## src/rtl/irq_route_pkg.sv

```systemverilog
package irq_route_pkg;

    typedef enum logic [2:0] {
        WK_NONE,
        WK_ID,
        WK_VER,
        WK_ARB,
        WK_ENT
    } win_kind_e;

    localparam logic [7:0] OFS_SEL = 8'h00;
    localparam logic [7:0] OFS_WIN = 8'h10;
    localparam logic [7:0] OFS_EOI = 8'h40;

    localparam int unsigned IDX_ID  = 0;
    localparam int unsigned IDX_VER = 1;
    localparam int unsigned IDX_ARB = 2;
    localparam int unsigned IDX_TBL = 16;

    localparam int unsigned BIT_RIRR = 14;
    localparam int unsigned BIT_TRIG = 15;
    localparam int unsigned BIT_MASK = 16;

    localparam logic [63:0] ENT_RESET = 64'h0000_0000_0001_0000;

endpackage

```

## src/rtl/irq_route_decode.sv

```systemverilog
module irq_route_decode
    import irq_route_pkg::*;
#(
    parameter int unsigned NPINS = 24,
    parameter int unsigned ADDRW = 8,
    parameter int unsigned SELW  = 8,
    localparam int unsigned IDXW = (NPINS > 1) ? $clog2(NPINS) : 1
) (
    input  logic             bus_valid,
    input  logic [ADDRW-1:0] bus_addr,
    input  logic [3:0]       bus_len,
    input  logic [SELW-1:0]  sel_q,
    output logic             acc_ok,
    output logic             hit_sel,
    output logic             hit_win,
    output logic             hit_eoi,
    output win_kind_e        win_kind,
    output logic [IDXW-1:0]  ent_idx,
    output logic             ent_hi
);

    logic [31:0] sel32;
    logic [31:0] ent_num;

    always_comb begin
        acc_ok  = bus_valid && (bus_len == 4'd4 || bus_len == 4'd8)
                  && (bus_addr[3:0] == 4'h0);
        hit_sel = acc_ok && (bus_addr == ADDRW'(OFS_SEL));
        hit_win = acc_ok && (bus_addr == ADDRW'(OFS_WIN));
        hit_eoi = acc_ok && (bus_addr == ADDRW'(OFS_EOI));

        sel32   = 32'(sel_q);
        ent_num = (sel32 >= IDX_TBL) ? ((sel32 - IDX_TBL) >> 1) : 32'd0;
        ent_idx = ent_num[IDXW-1:0];
        ent_hi  = sel_q[0];

        if (sel32 == IDX_ID) begin
            win_kind = WK_ID;
        end else if (sel32 == IDX_VER) begin
            win_kind = WK_VER;
        end else if (sel32 == IDX_ARB) begin
            win_kind = WK_ARB;
        end else if (sel32 >= IDX_TBL && ent_num < NPINS) begin
            win_kind = WK_ENT;
        end else begin
            win_kind = WK_NONE;
        end
    end

endmodule

```

## src/rtl/irq_route_rdmux.sv

```systemverilog
module irq_route_rdmux
    import irq_route_pkg::*;
#(
    parameter int unsigned NPINS   = 24,
    parameter logic [7:0]  VERSION = 8'h11,
    localparam int unsigned IDXW   = (NPINS > 1) ? $clog2(NPINS) : 1
) (
    input  win_kind_e                  win_kind,
    input  logic [IDXW-1:0]            ent_idx,
    input  logic                       ent_hi,
    input  logic [3:0]                 id_q,
    input  logic [NPINS-1:0][63:0]     entries,
    output logic [31:0]                win_data
);

    localparam logic [7:0] MAXPIN = 8'(NPINS - 1);

    logic [63:0] sel_ent;

    always_comb begin
        sel_ent = entries[ent_idx];
        unique case (win_kind)
            WK_VER:        win_data = {8'h00, MAXPIN, 8'h00, VERSION};
            WK_ID, WK_ARB: win_data = {4'h0, id_q, 24'h0};
            WK_ENT:        win_data = ent_hi ? sel_ent[63:32] : sel_ent[31:0];
            default:       win_data = 32'h0;
        endcase
    end

endmodule

```

## src/rtl/irq_route_table.sv

```systemverilog
module irq_route_table
    import irq_route_pkg::*;
#(
    parameter int unsigned NPINS = 24,
    localparam int unsigned IDXW = (NPINS > 1) ? $clog2(NPINS) : 1
) (
    input  logic                   clk,
    input  logic                   rst_n,
    input  logic                   wr_en,
    input  logic                   wr_hi,
    input  logic [IDXW-1:0]        wr_idx,
    input  logic [31:0]            wr_data,
    input  logic [NPINS-1:0]       pin_pending,
    input  logic [NPINS-1:0]       rirr_set,
    input  logic [NPINS-1:0]       rirr_clr,
    output logic [NPINS-1:0][63:0] entries,
    output logic [NPINS-1:0]       svc_req,
    output logic                   mchg_valid,
    output logic [IDXW-1:0]        mchg_pin,
    output logic                   mchg_mask
);

    typedef struct packed {
        logic [NPINS-1:0][63:0] ent;
        logic [NPINS-1:0]       svc;
        logic                   mv;
        logic [IDXW-1:0]        mp;
        logic                   mm;
    } tbl_t;

    tbl_t tbl_d, tbl_q;
    logic [NPINS-1:0] rirr_nxt;
    logic [63:0]      old_ent;
    logic [63:0]      new_ent;

    // Per-pin remote-IRR update from the pin logic strobes
    for (genvar g = 0; g < NPINS; g++) begin : g_rirr
        always_comb begin
            if (rirr_set[g]) begin
                rirr_nxt[g] = 1'b1;
            end else if (rirr_clr[g]) begin
                rirr_nxt[g] = 1'b0;
            end else begin
                rirr_nxt[g] = tbl_q.ent[g][BIT_RIRR];
            end
        end
    end

    always_comb begin
        tbl_d     = tbl_q;
        tbl_d.svc = '0;
        tbl_d.mv  = 1'b0;
        for (int i = 0; i < NPINS; i++) begin
            tbl_d.ent[i][BIT_RIRR] = rirr_nxt[i];
        end
        old_ent = tbl_d.ent[wr_idx];
        new_ent = old_ent;
        if (wr_en) begin
            if (wr_hi) begin
                new_ent[63:32] = wr_data;
            end else begin
                new_ent[31:0]     = wr_data;
                new_ent[BIT_RIRR] = 1'b0;
            end
            tbl_d.ent[wr_idx] = new_ent;
            if (new_ent[BIT_MASK] != old_ent[BIT_MASK]) begin
                tbl_d.mv = 1'b1;
                tbl_d.mp = wr_idx;
                tbl_d.mm = new_ent[BIT_MASK];
            end
            if (new_ent[BIT_TRIG] && pin_pending[wr_idx]) begin
                tbl_d.svc[wr_idx] = 1'b1;
            end
        end
    end

    always_ff @(posedge clk) begin
        if (!rst_n) begin
            for (int i = 0; i < NPINS; i++) begin
                tbl_q.ent[i] <= ENT_RESET;
            end
            tbl_q.svc <= '0;
            tbl_q.mv  <= 1'b0;
            tbl_q.mp  <= '0;
            tbl_q.mm  <= 1'b0;
        end else begin
            tbl_q <= tbl_d;
        end
    end

    assign entries    = tbl_q.ent;
    assign svc_req    = tbl_q.svc;
    assign mchg_valid = tbl_q.mv;
    assign mchg_pin   = tbl_q.mp;
    assign mchg_mask  = tbl_q.mm;

    // a low-half write leaves remote-IRR cleared, even against a set strobe
    a_r6_lo_clears_rirr: assert property (@(posedge clk) disable iff (!rst_n)
        (wr_en && !wr_hi) |=> (entries[$past(wr_idx)][BIT_RIRR] == 1'b0));

    // at most one pin is serviced per cycle
    a_r9_svc_onehot: assert property (@(posedge clk) disable iff (!rst_n)
        $onehot0(svc_req));

    // a service request follows only a table write
    a_r9_svc_after_write: assert property (@(posedge clk) disable iff (!rst_n)
        (svc_req != '0) |-> $past(wr_en));

    // the reported mask value matches the stored entry
    a_r10_mchg_matches: assert property (@(posedge clk) disable iff (!rst_n)
        mchg_valid |-> (entries[mchg_pin][BIT_MASK] == mchg_mask));

    // a mask-change notice follows only a table write
    a_r10_mchg_after_write: assert property (@(posedge clk) disable iff (!rst_n)
        mchg_valid |-> $past(wr_en));

endmodule

```

## src/rtl/irq_route_regs.sv

```systemverilog
module irq_route_regs
    import irq_route_pkg::*;
#(
    parameter int unsigned NPINS   = 24,
    parameter int unsigned ADDRW   = 8,
    parameter logic [7:0]  VERSION = 8'h11,
    localparam int unsigned IDXW   = (NPINS > 1) ? $clog2(NPINS) : 1,
    localparam int unsigned SELW   = 8
) (
    input  logic                  clk,
    input  logic                  rst_n,
    input  logic                  bus_valid,
    input  logic                  bus_write,
    input  logic [ADDRW-1:0]      bus_addr,
    input  logic [3:0]            bus_len,
    input  logic [31:0]           bus_wdata,
    output logic [31:0]           bus_rdata,
    input  logic [NPINS-1:0]      pin_pending,
    input  logic [NPINS-1:0]      rirr_set,
    input  logic [NPINS-1:0]      rirr_clr,
    output logic [NPINS*64-1:0]   entry_cfg,
    output logic [NPINS-1:0]      svc_req,
    output logic                  mchg_valid,
    output logic [IDXW-1:0]       mchg_pin,
    output logic                  mchg_mask,
    output logic                  eoi_valid,
    output logic [7:0]            eoi_vector
);

    typedef struct packed {
        logic [SELW-1:0] sel;
        logic [3:0]      id;
        logic [31:0]     rdata;
        logic            eoi_v;
        logic [7:0]      eoi_vec;
    } regs_t;

    regs_t regs_d, regs_q;

    logic             acc_ok;
    logic             hit_sel;
    logic             hit_win;
    logic             hit_eoi;
    win_kind_e        win_kind;
    logic [IDXW-1:0]  ent_idx;
    logic             ent_hi;
    logic [31:0]      win_data;
    logic             tbl_wr;
    logic [NPINS-1:0][63:0] entries;

    irq_route_decode #(.NPINS(NPINS), .ADDRW(ADDRW), .SELW(SELW)) u_dec (
        .bus_valid (bus_valid),
        .bus_addr  (bus_addr),
        .bus_len   (bus_len),
        .sel_q     (regs_q.sel),
        .acc_ok    (acc_ok),
        .hit_sel   (hit_sel),
        .hit_win   (hit_win),
        .hit_eoi   (hit_eoi),
        .win_kind  (win_kind),
        .ent_idx   (ent_idx),
        .ent_hi    (ent_hi)
    );

    irq_route_rdmux #(.NPINS(NPINS), .VERSION(VERSION)) u_rd (
        .win_kind (win_kind),
        .ent_idx  (ent_idx),
        .ent_hi   (ent_hi),
        .id_q     (regs_q.id),
        .entries  (entries),
        .win_data (win_data)
    );

    assign tbl_wr = hit_win && bus_write && (win_kind == WK_ENT);

    irq_route_table #(.NPINS(NPINS)) u_tbl (
        .clk         (clk),
        .rst_n       (rst_n),
        .wr_en       (tbl_wr),
        .wr_hi       (ent_hi),
        .wr_idx      (ent_idx),
        .wr_data     (bus_wdata),
        .pin_pending (pin_pending),
        .rirr_set    (rirr_set),
        .rirr_clr    (rirr_clr),
        .entries     (entries),
        .svc_req     (svc_req),
        .mchg_valid  (mchg_valid),
        .mchg_pin    (mchg_pin),
        .mchg_mask   (mchg_mask)
    );

    always_comb begin
        regs_d       = regs_q;
        regs_d.eoi_v = 1'b0;
        if (bus_write) begin
            if (hit_sel) begin
                regs_d.sel = bus_wdata[SELW-1:0];
            end
            if (hit_win && win_kind == WK_ID) begin
                regs_d.id = bus_wdata[27:24];
            end
            if (hit_eoi) begin
                regs_d.eoi_v   = 1'b1;
                regs_d.eoi_vec = bus_wdata[7:0];
            end
        end else if (bus_valid) begin
            if (hit_sel) begin
                regs_d.rdata = 32'(regs_q.sel);
            end else if (hit_win) begin
                regs_d.rdata = win_data;
            end else begin
                regs_d.rdata = 32'h0;
            end
        end
    end

    always_ff @(posedge clk) begin
        if (!rst_n) begin
            regs_q <= '0;
        end else begin
            regs_q <= regs_d;
        end
    end

    assign bus_rdata  = regs_q.rdata;
    assign eoi_valid  = regs_q.eoi_v;
    assign eoi_vector = regs_q.eoi_vec;
    assign entry_cfg  = entries;

    // an acknowledge pulse follows a write to the acknowledge offset
    a_r11_eoi_source: assert property (@(posedge clk) disable iff (!rst_n)
        eoi_valid |-> $past(bus_valid && bus_write && bus_addr == ADDRW'(OFS_EOI)));

    // the forwarded vector is the written low byte
    a_r11_eoi_vector: assert property (@(posedge clk) disable iff (!rst_n)
        eoi_valid |-> (eoi_vector == $past(bus_wdata[7:0])));

    // read data changes only after a read request
    a_r2_rdata_hold: assert property (@(posedge clk) disable iff (!rst_n)
        !$past(bus_valid && !bus_write) |-> $stable(bus_rdata));

    // a request of an unsupported length leaves the select register alone
    a_r12_bad_len_sel: assert property (@(posedge clk) disable iff (!rst_n)
        (bus_valid && bus_len != 4'd4 && bus_len != 4'd8) |=> $stable(regs_q.sel));

endmodule

```

## config.mk

```make
export PLATFORM = sky130hd
export DESIGN_NAME = irq_route_regs
export DESIGN_NICKNAME = d
export VERILOG_FILES = /design/src/rtl/irq_route_pkg.sv /design/src/rtl/irq_route_decode.sv /design/src/rtl/irq_route_rdmux.sv /design/src/rtl/irq_route_table.sv /design/src/rtl/irq_route_regs.sv
export SDC_FILE = /design/constraint.sdc
export NUM_CORES = 2
export LEC_CHECK = 0
export ABC_AREA = 1
export BUFFER_PORTS_ARGS = -buffer_cell sky130_fd_sc_hd__buf_2
export CORE_AREA = 10 10 655 657
export DETAILED_ROUTE_END_ITERATION = 12
export DIE_AREA = 0 0 665 667
export PLACE_DENSITY = 0.4
export SLEW_MARGIN = 10
export SYNTH_ARGS = -nofsm -noshare
export SYNTH_HDL_FRONTEND = slang
export SYNTH_SLANG_ARGS = --single-unit
```

## constraint.sdc

```tcl
create_clock -name clk -period 4.4 [get_ports clk]
set_input_delay 0.88 -clock clk [delete_from_list [all_inputs] [get_ports clk]]
set_output_delay 0.88 -clock clk [all_outputs]
set_load 0.05 [all_outputs]
```

## Word level (Yosys, flattened, before mapping)

Index checks and enable logic that the tools add are counted.

| cells by class | value |
|---|---|
| reductions and logical operators | 24 |
| bitwise gates (word level) | 1 |
| magnitude comparators | 4 |
| mux-type cells | 76 |
| equality and inequality tests | 11 |
| add/sub/neg operators | 1 |

Operator list:

| cell | count |
|---|---|
| bitwise mux 1536 bit | 1 |
| two-way mux 1518 bit | 1 |
| binary-select mux 64 bit (select 5 bit) | 2 |
| demux 64 bit (select 5 bit) | 1 |
| two-way mux 32 bit | 7 |
| two-way mux 64 bit | 3 |
| case mux 32 bit (3 select lines) | 1 |
| two-way mux 1 bit | 50 |
| less-than comparator 32 x 5 -> 1 bit, second input constant | 1 |
| two-way mux 31 bit | 1 |
| two-way mux 24 bit | 1 |
| logical NOT 8 bit | 2 |
| AND reduction 2 bit | 7 |
| two-way mux 3 bit | 4 |
| logical AND 1 bit | 11 |
| two-way mux 9 bit | 1 |
| subtractor 8 x 5 -> 9 bit, second input constant | 1 |
| equality test 8 x 1 -> 1 bit, second input constant | 1 |
| equality test 8 x 2 -> 1 bit, second input constant | 1 |
| equality test 8 x 5 -> 1 bit, second input constant | 1 |
| equality test 8 x 7 -> 1 bit, second input constant | 1 |
| >= comparator 8 x 5 -> 1 bit, second input constant | 1 |
| two-way mux 7 bit | 1 |
| equality test 3 x 2 -> 1 bit, second input constant | 2 |
| other kinds (14) | 14 |

| storage, ports and cells | value |
|---|---|
| output and inout port bits | 1608 |
| word-level logic and storage cells | 174 |
| bits in registers | 1620 |
| input port bits | 120 |

## Logic depth before layout (Yosys ltp)

| logic depth | value |
|---|---|
| word-level depth | 14 |
| depth in mapped cells | 21 |
| depth with buffers taken out | 18 |

## Cells and area by module

Synthesis repeated with hierarchy kept, for this count alone.

| second synthesis, totals | value |
|---|---|
| cells, all modules | 11887 |
| area total of the unflattened synthesis | 81710.9 um^2 |

By module, submodules not included:

| module | instances | cells an instance | area an instance (um^2) | seq. area each (um^2) |
|---|---|---|---|---|
| irq_route_table | 1 | 8064 | 63583.5 | 31370.1 |
| irq_route_rdmux | 1 | 3445 | 15356.0 | 0.0 |
| irq_route_regs | 1 | 321 | 2491.1 | 1061.0 |
| irq_route_decode | 1 | 57 | 280.3 | 0.0 |

## Least setup slack after synthesis

Ideal clock, no wire load.

| timing | value |
|---|---|
| path kind | input to register |
| start | input port bus_len[2] |
| end | register u_tbl.tbl_q (netlist bit u_tbl.entries[661]) |
| required time | 4.272 ns |
| library setup time | 0.128 ns |
| path buffers | 3 |
| arrival time | 2.792 ns |
| stages | 12 |
| path slack | 1.479 ns |
| path through | inv_1 nand2_1 and2_1 nor4_1 nand3_1 nor2_8 nand2_8 buf_6 nor2_4 buf_2 clkbuf_1 a21oi_1 |

| on the way | value |
|---|---|
| longest elaborated chain between the ends | 7 |
| elaborated cells between the ends (all ways) | 8 |
| those cells by class | eq/ne: 2; reduce/logical: 6 |

Ends and longest elaborated chain:

| item | RTL line | text |
|---|---|---|
| start, declared | irq_route_regs.sv:15 | `input logic [3:0] bus_len,` |
| equality test 4 x 3 -> 1 bit / equality test 4 bit (equally long branches) | irq_route_decode.sv:26 | `acc_ok = bus_valid && (bus_len == 4'd4 \|\| bus_len == 4'd8)` |
| logical OR 1 bit * | irq_route_decode.sv:26 |  |
| logical AND 1 bit * | irq_route_decode.sv:26 |  |
| logical AND 1 bit * | irq_route_decode.sv:27 | `&& (bus_addr[3:0] == 4'h0);` |
| logical AND 1 bit * | irq_route_decode.sv:29 | `hit_win = acc_ok && (bus_addr == ADDRW'(OFS_WIN));` |
| logical AND 1 bit * (2 in series) | irq_route_regs.sv:74 | `assign tbl_wr = hit_win && bus_write && (win_kind == WK_ENT);` |
| end signal, assigned | irq_route_table.sv:87 | `tbl_q <= tbl_d;` |
| end, declared | irq_route_table.sv:31 | `tbl_t tbl_d, tbl_q;` |

Mark *: on every way between the ends. The rest lies on a longest branch, timed or not.
A chain may end at the register's enable or synchronous reset.

## Final worst setup path

| timing | value |
|---|---|
| start | register regs_q[50] |
| end | register regs_q[31], in the netlist bus_rdata[22] |

| on the way | value |
|---|---|
| longest elaborated chain between the ends | 13 |
| elaborated cells between the ends (all ways) | 23 |
| those cells by class | add/sub: 1; order compare: 2; eq/ne: 6; mux: 11; reduce/logical: 3 |

Ends and longest elaborated chain:

| item | RTL line | text |
|---|---|---|
| start, declared | irq_route_regs.sv:38 | `regs_t regs_d, regs_q;` |
| start signal, assigned | irq_route_regs.sv:122 | `regs_q <= regs_d;` |
| subtractor 8 x 5 -> 9 bit / >= comparator 8 x 5 -> 1 bit (equally long branches) | irq_route_decode.sv:33, irq_route_decode.sv:43 |  |
| two-way mux 31 bit | irq_route_decode.sv:33 | `ent_num = (sel32 >= IDX_TBL) ? ((sel32 - IDX_TBL) >> 1) : 32'd0;` |
| less-than comparator 32 x 5 -> 1 bit | irq_route_decode.sv:43 | `end else if (sel32 >= IDX_TBL && ent_num < NPINS) begin` |
| logical AND 1 bit | irq_route_decode.sv:43 |  |
| two-way mux 3 bit | irq_route_decode.sv:43 |  |
| two-way mux 3 bit | irq_route_decode.sv:41 | `end else if (sel32 == IDX_ARB) begin` |
| two-way mux 3 bit | irq_route_decode.sv:39 | `end else if (sel32 == IDX_VER) begin` |
| two-way mux 3 bit | irq_route_decode.sv:37 | `if (sel32 == IDX_ID) begin` |
| equality test 3 x 1 -> 1 bit / equality test 3 x 2 -> 1 bit (equally long branches) | irq_route_rdmux.sv:22 | `unique case (win_kind)` |
| OR reduction 2 bit | irq_route_rdmux.sv:22 |  |
| case mux 32 bit (3 select lines) * | irq_route_rdmux.sv:22 |  |
| two-way mux 32 bit * | irq_route_regs.sv:110 | `end else if (hit_win) begin` |
| two-way mux 32 bit * | irq_route_regs.sv:108 | `if (hit_sel) begin` |

Mark *: on every way between the ends. The rest lies on a longest branch, timed or not. The select of a mux whose other input is x is not followed.

==> out/metrics.csv <==
stage;metric;value;unit
outcome;status;finished, final reports clean;
sta;tightestPinTransition;1.24;ns
detailed_routing;drtIter0Drc;9132;
sta;fin_crit;4.19;ns
critical_path;cp_max_fo;35;
detailed_routing;ant_nets;0;
global_routing;grt_max_degree;222;
synthesis;synthSimpleGateAreaFrac;19.4;%
global_routing;grt_pass1_wl;799;mm
synthesis;ys_types;47;
synthesis;syn_nets;10859;
sta;hold_viol;0;
clock_tree;cts-buffers-inserted;213;
synthesis;yosys_most_used_dff;dfxtp_1;
detailed_routing;drt_first_pass_iters;6;
pwr;comb_power_share;2.8;%
sta;slew_headroom;16.9;%
floorplanning;rows;237;
sta;setup_violations;0;
global_routing;first_global_vias;76001;
critical_path;timing.critical_path.required;5.14;ns
synthesis;synth-compound-area-share;22.5;%
finish;multi_input_area;0.0318;mm²
synthesis;synth_top_family_by_area;compound AO/OA/AOI/OAI gates;
placement;hpwl;479;mm
synthesis;synth_xor_area_share;0.0118;%
detailed_routing;post_drt_wl_per_cell;34.9;µm
synthesis;synth_fa_ha_area_share;0.0844;%
pwr;total_power;33.7;mW
pwr;power_switching;8.51;mW
floorplanning;start_util;17.9;%
flow_run;cap_violations;0;
sta;rsz0062_at_grt;no;
floorplanning;die_x;665;µm
sta;fin_tns_setup;0;ns
clock_tree;root_buffer;clkbuf_16;
finish;nets;12284;
synthesis;avgSynthCellArea;6.91;µm²
synthesis;syn-cell-area;0.0742;mm²
sta;slew_violations;0;
finish;drive_gt1_share;22.0;%
synthesis;yosysWarnings;0;
pwr;p_int;25.2;mW
finish;syn2layout_area_growth;31.4;%
placement;numPortBuffers;1727;
floorplanning;io_pins;1728;
floorplanning;chipHeight;667;µm
synthesis;seq_area_frac_synth;43.7;%
global_routing;grt_usage;26.5;%
pwr;p_per_area;346;mW/mm²
synthesis;synth.area.mux_share;0;%
clock_tree;htree_levels;4;
floorplanning;core-area;0.415;mm²
placement;gp_congestion;0.890;
detailed_routing;num_vias;81954;
detailed_routing;drc;0;
synthesis;netlist_instances;10734;
clock_tree;clockBufferDepth;4;
critical_path;cp-end-kind;flip-flop;
pwr;leakage;50.0;nW
sta;clock.fmax;0.239;GHz
global_routing;grt_overflow;0;
pwr;switching_share;25.3;%
synthesis;synth-async-reset-ratio;0;%
pwr;power_frac_seq;43.7;%
critical_path;worstPathArrival;4.93;ns
sta;fin_skew;0.0966;ns
synthesis;synth_edf_count;0;
finish;post-route-util;23.4;%
clock_tree;cts_tree;built;
synthesis;ys_ff_latch;1620;
clock_tree;clock-sinks;1620;
critical_path;crit_type;flip-flop to flip-flop;
critical_path;startpoint_type;flip-flop;
global_routing;antenna_found_initial;71;
detailed_routing;drt_wl_total;623;mm
sta;fin_crit_sh;95.2;%
clock_tree;clkLatencyLatePin;0.97;ns
finish;nFillCells;46896;
floorplanning;dieArea;0.444;mm²
pwr;power_frac_clock;53.5;%
clock_tree;clk_pin_slew;0.06;ns
pwr;peakVddDrop;0.000348;V
min_path;hold_class;primary input to flip-flop;
detailed_routing;vias_per_cell;4.59;
finish;register_area;0.0324;mm²
## worst paths after layout
kind	start	to	slack [ns]	cells after the start
worst min register to register	eoi_vector[3]	eoi_vector[3]	0.44	2
worst min-delay path	bus_wdata[26]	regs_q[43]	0.32	3
worst max-delay path	regs_q[50]	bus_rdata[22]	0.21	13
worst max register to register	regs_q[50]	bus_rdata[22]	0.21	13
## sequential cells by signal, indices dropped and copies added, names as in the netlist
register / flops
u_tbl.svc_req: 24
u_tbl.mchg_pin: 5
eoi_vector: 8
u_tbl.entries: 1536
bus_rdata: 32
regs_q: 12
u_tbl.mchg_valid: 1
u_tbl.mchg_mask: 1
eoi_valid: 1
## routing by layer
layer / wire (µm) / track usage, % / up-vias
met1: 236000 / 30.2 / 40067
li1: - / - / 37465
met5: 39 / 0 / -
met3: 46600 / 6.49 / 772
met2: 300000 / 45.9 / 3644
met4: 39900 / 14.1 / 6
## metrics by stage
stage	instance area (µm²)	cells	setup slack, ns	hold slack (ns)
2_1_floorplan	74200	10734	1.48	0.424
3_3_place_gp	90300	17437	-0.337	0.431
3_5_place_dp	90300	17437	-0.302	0.435
4_1_cts	97300	17818	0.0406	0.206
5_1_grt	97300	17829	0.0363	0.251
6_report	97400	17858	0.212	0.316
## placed cells by master, fill, tap and decap left out, types with 9 or more instances in the layout
cell type	count
or2_2	31
o21ai_1	284
nand3_2	11
a21oi_1	870
nand2_1	966
diode_2	38
clkbuf_1	60
o2111ai_1	38
a22oi_1	87
nand4_1	219
dfxtp_1	1617
a41oi_4	16
o21ai_0	1463
nor2_4	29
nand2_2	32
clkinv_2	30
nand3_1	279
clkbuf_16	216
inv_2	22
buf_4	312
clkbuf_8	46
a21oi_2	23
buf_2	1726
nor4_1	9
o21bai_1	21
bufinv_16	9
o211ai_1	36
nor2_1	1810
nand3b_1	19
o21ai_4	20
nor2_2	20
inv_1	1580
buf_12	108
o22ai_1	223
## layout make-up
class	count	share of cell area, %
inverter	1618	6.30
timing repair buffer	2147	13.5
tap	5497	7.06
antenna	38	0.0976
sequential	1620	33.3
multi-input combinational	6559	32.6
clock inverter	57	0.697
clock buffer	322	6.43
## worst max-delay path: stages (launching register included)
cell and delay [ns]:
dfxtp_1 0.33, inv_1 0.19, ha_1 0.22, nand3_2 0.13, nand2_8 0.26, o21ai_4 0.19
buf_12 0.21, buf_12 0.22, a22oi_2 0.37, nand4_1 0.42, nand3_1 0.34, nand4_1 0.60
nand3_2 0.32, a21oi_1 0.09
## cells in the mapped netlist (98+ instances only)
library cell	instances	area (µm²)
buf_4	98	736
o22ai_1	223	1400
clkbuf_1	484	1820
o21ai_0	1468	7350
inv_1	1582	5940
nand3_1	284	1420
a21oi_1	873	4370
nand2_1	995	3730
buf_2	277	1390
dfxtp_1	1620	32400
nor2_1	1815	6810
o21ai_1	283	1420
nand4_1	219	1370
## power groups by stage
stage | Clock [mW] | Combinational [mW] | Sequential (mW)
finish | 18.0 | 0.959 | 14.7
floorplan | 0 | 0.372 | 15.1
global route | 18.9 | 0.992 | 14.7
CTS | 18.4 | 0.971 | 14.7
global placement | 0 | 0.973 | 15.0
detailed placement | 0 | 0.969 | 15.0
## cell families (layout without fill, tap and decap cells)
logic type / count (synthesis) / in the layout
AOI/OAI and AO/OA: 3106 / 3106
and+or+nand+nor: 3447 / 3447
other: 0 / 38
xor gates and xnor gates: 1 / 1
adders and majority gates: 5 / 5
buffers and inverters: 2555 / 4144
DFF: 1620 / 1620
## timing repair
item                                    in CTS  in global routing
endpoints found under the setup margin      21                 12
pin swaps                                    5                  0
hold buffers                                 0                  0
setup buffers                                2                  2
gates resized for setup                      6                  3
Note: power is estimated with default switching activity, not from simulation.
